[src/rtl/alu_flag_pkg.sv]
package alu_flag_pkg;
   typedef enum logic [1:0] {
      OP_ADD  = 2'b00,
      OP_SUB  = 2'b01,
      OP_CMP  = 2'b10,
      OP_SUBS = 2'b11
   } alu_op_e;

   localparam int FLAG_N = 3;
   localparam int FLAG_Z = 2;
   localparam int FLAG_C = 1;
   localparam int FLAG_V = 0;

   typedef struct packed {
      logic n;
      logic z;
      logic c;
      logic v;
   } flags_t;
endpackage

[src/rtl/alu_addsub.sv]
module alu_addsub #(
   parameter int WIDTH  = 8,
   parameter bit RIPPLE = 1'b0
) (
   input  logic [WIDTH-1:0] a,
   input  logic [WIDTH-1:0] b,
   input  logic             sub,
   output logic [WIDTH-1:0] sum,
   output logic             cout,
   output logic [WIDTH-1:0] b_eff
);
   initial begin
      if (WIDTH < 2) $error("alu_addsub: WIDTH must be at least 2");
   end

   assign b_eff = b ^ {WIDTH{sub}};

   generate
      if (RIPPLE) begin : g_ripple
         logic [WIDTH:0] cy;
         assign cy[0] = sub;
         for (genvar i = 0; i < WIDTH; i++) begin : g_bit
            assign sum[i]  = a[i] ^ b_eff[i] ^ cy[i];
            assign cy[i+1] = (a[i] & b_eff[i]) | (cy[i] & (a[i] ^ b_eff[i]));
         end
         assign cout = cy[WIDTH];
      end else begin : g_behav
         logic [WIDTH:0] wide;
         assign wide = {1'b0, a} + {1'b0, b_eff} + {{WIDTH{1'b0}}, sub};
         assign sum  = wide[WIDTH-1:0];
         assign cout = wide[WIDTH];
      end
   endgenerate
endmodule

[src/rtl/alu_flag_calc.sv]
module alu_flag_calc
   import alu_flag_pkg::*;
#(
   parameter int WIDTH = 8
) (
   input  logic [WIDTH-1:0] a,
   input  logic [WIDTH-1:0] b_eff,
   input  logic [WIDTH-1:0] sum,
   input  logic             cout,
   output flags_t           flags
);
   localparam int MSB = WIDTH - 1;

   always_comb begin
      flags.n = sum[MSB];
      flags.z = (sum == '0);
      flags.c = cout;
      flags.v = (a[MSB] == b_eff[MSB]) && (sum[MSB] != a[MSB]);
   end
endmodule

[src/rtl/alu_flag_reg.sv]
module alu_flag_reg
   import alu_flag_pkg::*;
(
   input  logic   clk,
   input  logic   rst_n,
   input  logic   load,
   input  flags_t d,
   output flags_t q
);
   always_ff @(posedge clk or negedge rst_n) begin
      if (!rst_n)    q <= '0;
      else if (load) q <= d;
   end

   p_load_r7: assert property (@(posedge clk) disable iff (!rst_n)
      load |=> (q == $past(d)))
      else $error("status did not capture flags");

   p_hold_r8: assert property (@(posedge clk) disable iff (!rst_n)
      !load |=> $stable(q))
      else $error("status changed without load");

   p_z_excludes_n_r2: assert property (@(posedge clk) disable iff (!rst_n)
      q.z |-> !q.n)
      else $error("zero and negative both set");
endmodule

[src/rtl/alu_flag_unit.sv]
module alu_flag_unit
   import alu_flag_pkg::*;
#(
   parameter int WIDTH  = 8,
   parameter bit RIPPLE = 1'b0
) (
   input  logic             clk,
   input  logic             rst_n,
   input  logic [1:0]       op,
   input  logic [WIDTH-1:0] opa,
   input  logic [WIDTH-1:0] opb,
   input  logic             flag_we,
   output logic [WIDTH-1:0] result,
   output logic             res_we,
   output logic [3:0]       status
);
   localparam int MSB = WIDTH - 1;

   initial begin
      if (WIDTH < 2 || WIDTH > 64) $error("alu_flag_unit: WIDTH out of range");
   end

   alu_op_e    op_e;
   logic       is_sub;
   logic       cout;
   logic [WIDTH-1:0] b_eff;
   flags_t     nxt_flags;
   flags_t     cur_flags;
   logic       flag_load;

   assign op_e      = alu_op_e'(op);
   assign is_sub    = (op_e != OP_ADD);
   assign res_we    = (op_e != OP_CMP);
   assign flag_load = flag_we && (op_e != OP_SUB);

   alu_addsub #(.WIDTH(WIDTH), .RIPPLE(RIPPLE)) u_addsub (
      .a(opa), .b(opb), .sub(is_sub), .sum(result), .cout(cout), .b_eff(b_eff)
   );

   alu_flag_calc #(.WIDTH(WIDTH)) u_calc (
      .a(opa), .b_eff(b_eff), .sum(result), .cout(cout), .flags(nxt_flags)
   );

   alu_flag_reg u_reg (
      .clk(clk), .rst_n(rst_n), .load(flag_load), .d(nxt_flags), .q(cur_flags)
   );

   assign status = cur_flags;

   p_cmp_no_write_r6: assert property (@(posedge clk) disable iff (!rst_n)
      (op_e == OP_CMP) |-> !res_we)
      else $error("compare requested write-back");

   p_sub_carry_r4: assert property (@(posedge clk) disable iff (!rst_n)
      is_sub |-> (nxt_flags.c == (opa >= opb)))
      else $error("subtract carry is not inverse borrow");

   p_mixed_sign_add_no_v_r5: assert property (@(posedge clk) disable iff (!rst_n)
      ((op_e == OP_ADD) && (opa[MSB] != opb[MSB])) |-> !nxt_flags.v)
      else $error("overflow on mixed-sign add");
endmodule

[config.mk]
export PLATFORM = sky130hd
export DESIGN_NAME = alu_flag_unit
export DESIGN_NICKNAME = d
export VERILOG_FILES = /design/src/rtl/alu_flag_pkg.sv /design/src/rtl/alu_addsub.sv /design/src/rtl/alu_flag_calc.sv /design/src/rtl/alu_flag_reg.sv /design/src/rtl/alu_flag_unit.sv
export SDC_FILE = /design/constraint.sdc
export NUM_CORES = 1
export LEC_CHECK = 0
export ABC_AREA = 1
export ABC_CLOCK_PERIOD_IN_PS = 2700
export CAP_MARGIN = 25
export CORE_MARGIN = 2
export CORE_UTILIZATION = 40
export CTS_CLUSTER_SIZE = 16
export DETAILED_ROUTE_END_ITERATION = 6
export GPL_TIMING_DRIVEN = 0
export PLACE_DENSITY = 0.77
export SLEW_MARGIN = 20
export SYNTH_ARGS = -nofsm -noshare
export SYNTH_HDL_FRONTEND = slang
export SYNTH_SLANG_ARGS = --single-unit
[constraint.sdc]
create_clock -name clk -period 2.7 [get_ports clk]
set_clock_uncertainty 0.05 [all_clocks]
set_input_delay 0.54 -clock clk [delete_from_list [all_inputs] [get_ports clk]]
set_output_delay 0.54 -clock clk [all_outputs]
set_load 0.05 [all_outputs]
==> results.json <==
{
  "first_pass_iters": 4,
  "drive_above_1_share_pct": 50.8,
  "synth.distinct_cells": 23,
  "grt_start_max_net_pins": 9,
  "cp_data_required_time_ps": 2780,
  "yosysWarnings": 0,
  "htree_num_levels": 1,
  "start_util_pct": 43.0,
  "synth_fp_nets": 150,
  "crit_path_start_kind": "primary input",
  "drc": 0,
  "synth-edff-count": 0,
  "die_width_um": 47.6,
  "reg_top3": "u_reg.q (4)",
  "cp.arrival_ps": 2810,
  "regMostFlops": "u_reg.q",
  "cts_buffers": 3,
  "drv_cap": 0,
  "intPower_w": 0.000390,
  "die_y_um": 47.6,
  "core_mm2": 0.00176,
  "p_leak_nw": 0.822,
  "slowest_delay_ps": 320,
  "crit_top_cell": "buf_4",
  "drt-total-wl_um": 3020,
  "layout_common_cells": "nand2_1, buf_4, inv_1, nand2_2, clkdlybuf4s50_1",
  "wl_per_cell_um": 14.7,
  "seqPwrFrac_pct": 9.3,
  "ys_seq_elements": 4,
  "nets": 212,
  "root_buffer": "clkbuf_4",
  "synth_cells": 121,
  "period_share_pct": 101,
  "swShare_pct": 51.1,
  "power_per_cell_area_mw_per_mm2": 511,
  "synthToLayoutAreaGrowth_pct": 105,
  "drt-vias-per-instance": 5.14,
  "post-route-util_pct": 88.4,
  "hp-class": "register to register",
  "grt_pass1_wl_um": 4120,
  "avgSynthCellArea_um2": 6.28,
  "status": "finished with violations",
  "grt_overflow_total": 0,
  "hold_viol_final": 0,
  "tightest_slew_ps": 510,
  "cts.sinks": 4,
  "path_buf_inv": 9,
  "place.gp.congestion": 0.796,
  "synth.area.top_cells": "nand2_1, inv_1, dfrtp_1",
  "cts_tree": "done",
  "grt_setup_unrepaired": "yes",
  "synth-async-reset-ratio_pct": 100,
  "fin_cells": 206,
  "worstSetupEndpointType": "register",
  "power_frac_clock_pct": 9.8,
  "numPlacedInstances": 179,
  "largest_reg_flops": 4,
  "yosysSeqAreaShare_pct": 13.2,
  "synth_top_cell_by_area": "nand2_1",
  "crit_fanout": 8,
  "yosys.area.top_type_share_pct": 18.8,
  "max-clock-path-buffers": 2,
  "fillers": 97,
  "pwr-share-comb_pct": 80.8,
  "ir_drop_mv": 0.327,
  "drtIter0Drc": 23,
  "setup_tns_ps": -65.7,
  "first_global_vias": 1018,
  "antenna_found_initial": 0,
  "finalMaxSlewViolations": 0,
  "dp_hpwl_um": 1530,
  "crit_slowest_cell": "ha_1",
  "whs_ps": 429,
  "ioPinCount": 34,
  "switching_power_w": 0.000407,
  "fin_ws_ps": -34.4,
  "clk_pin_slew_ps": 40,
  "std_cell_rows": 15,
  "num_antenna_cells": 0,
  "ys.flop_type": "dfrtp_1",
  "final_common_cell": "nand2_1",
  "crit_chain": "buf_6, nor2_4, buf_12, xnor2_1, ha_1, nand2_1, nand2_1, inv_1, nand2_2, buf_4, buf_4, buf_4, buf_4, buf_4, buf_4, nand4_1, o311ai_0, nand2_1, nand2_1",
  "vias": 1058,
  "setup_viol": 3,
  "synth_area_um2": 759,
  "ant_nets": 0,
  "grtUsageTotal_pct": 25.7,
  "die_area_mm2": 0.00226,
  "insertion_delay_ps": 240,
  "total_power_w": 0.000797,
  "violations": "negative setup slack",
  "min_period_ps": 2730,
  "path_class": "primary input to register",
  "numPortBuffers": 33,
  "slew-limit-headroom_pct": 65.9,
  "cp_top_family": "buffers and inverters",
  "timing.fmax_mhz": 366
}
-- Yosys cell counts, drive strengths merged (2+ instances only) --
cell type and count:
dfrtp 4, a21oi 4, nand4 3, xnor2 6, xor2 2, ha 7, inv 27, nor2 6
nand3 9, nand2 45
-- worst reg2reg max path: stages, from the launching register on --
cell and delay (ps):
dfrtp_1 370, nand2_1 80, nand2_1 50
-- final cells by class --
type                            count  area [um^2]  area share [%]
Sequential cell                     4          100            6.42
Tap cell                           25         31.3            2.00
Inverter                           27          101            6.50
Multi-Input combinational cell     89          756            48.4
Timing Repair Buffer               58          549            35.2
Clock buffer                        3         22.5            1.44
-- what timing repair did --
item / 4_1_cts / 5_1_grt
endpoints found under the setup margin: 8 / 6
hold endpoints to repair: 0 / 0
pin swaps: 32 / 23
buffers inserted: 23 / 2
hold buffers: 0 / 0
resized for setup: 85 / 40
-- through the flow --
stage                     instance area (um^2)  setup slack [ps]
after floorplan                            759              33.7
after global placement                    1120             -1260
after detailed placement                  1120             -1330
after CTS                                 1400             -25.8
after global routing                      1560              -103
final                                     1560             -34.4
-- worst paths after layout --
kind	from	end	slack, ps	cells after the start
max	op[0]	u_reg.q[1]	-30	19
max in group asynchronous	rst_n	u_reg.q[1]	1990	1
min in group asynchronous	rst_n	u_reg.q[2]	450	1
max reg2reg	u_reg.q[1]	u_reg.q[1]	2040	2
min reg2reg	u_reg.q[3]	u_reg.q[3]	430	2
min	u_reg.q[3]	u_reg.q[3]	430	2
-- cells by family after synthesis --
group           after synthesis  share of synthesized area (%)
xor+xnor                      8                           9.23
simple gates                 65                           41.7
compound gates                8                           7.41
fa+ha+maj                     8                           14.2
buf+inv                      28                           14.3
flops                         4                           13.2
-- per-layer routing --
layer	up-vias	share of wire (%)	GRT usage [%]
li1	495	-	-
met1	485	36	27.4
met2	62	52	48.1
met3	16	7.2	6.42
met4	0	3.9	9.73
met5	-	0	0
-- power groups by stage --
stage	Clock [W]	Combinational (W)	Sequential (W)
after floorplan	0	0.000275	0.000110
after global placement	0	0.000440	0.0000750
after detailed placement	0	0.000449	0.0000750
after CTS	0.0000794	0.000547	0.0000743
after global routing	0.0000843	0.000677	0.0000752
final	0.0000782	0.000644	0.0000744
No activity file was read; power rests on OpenSTA's default activity.
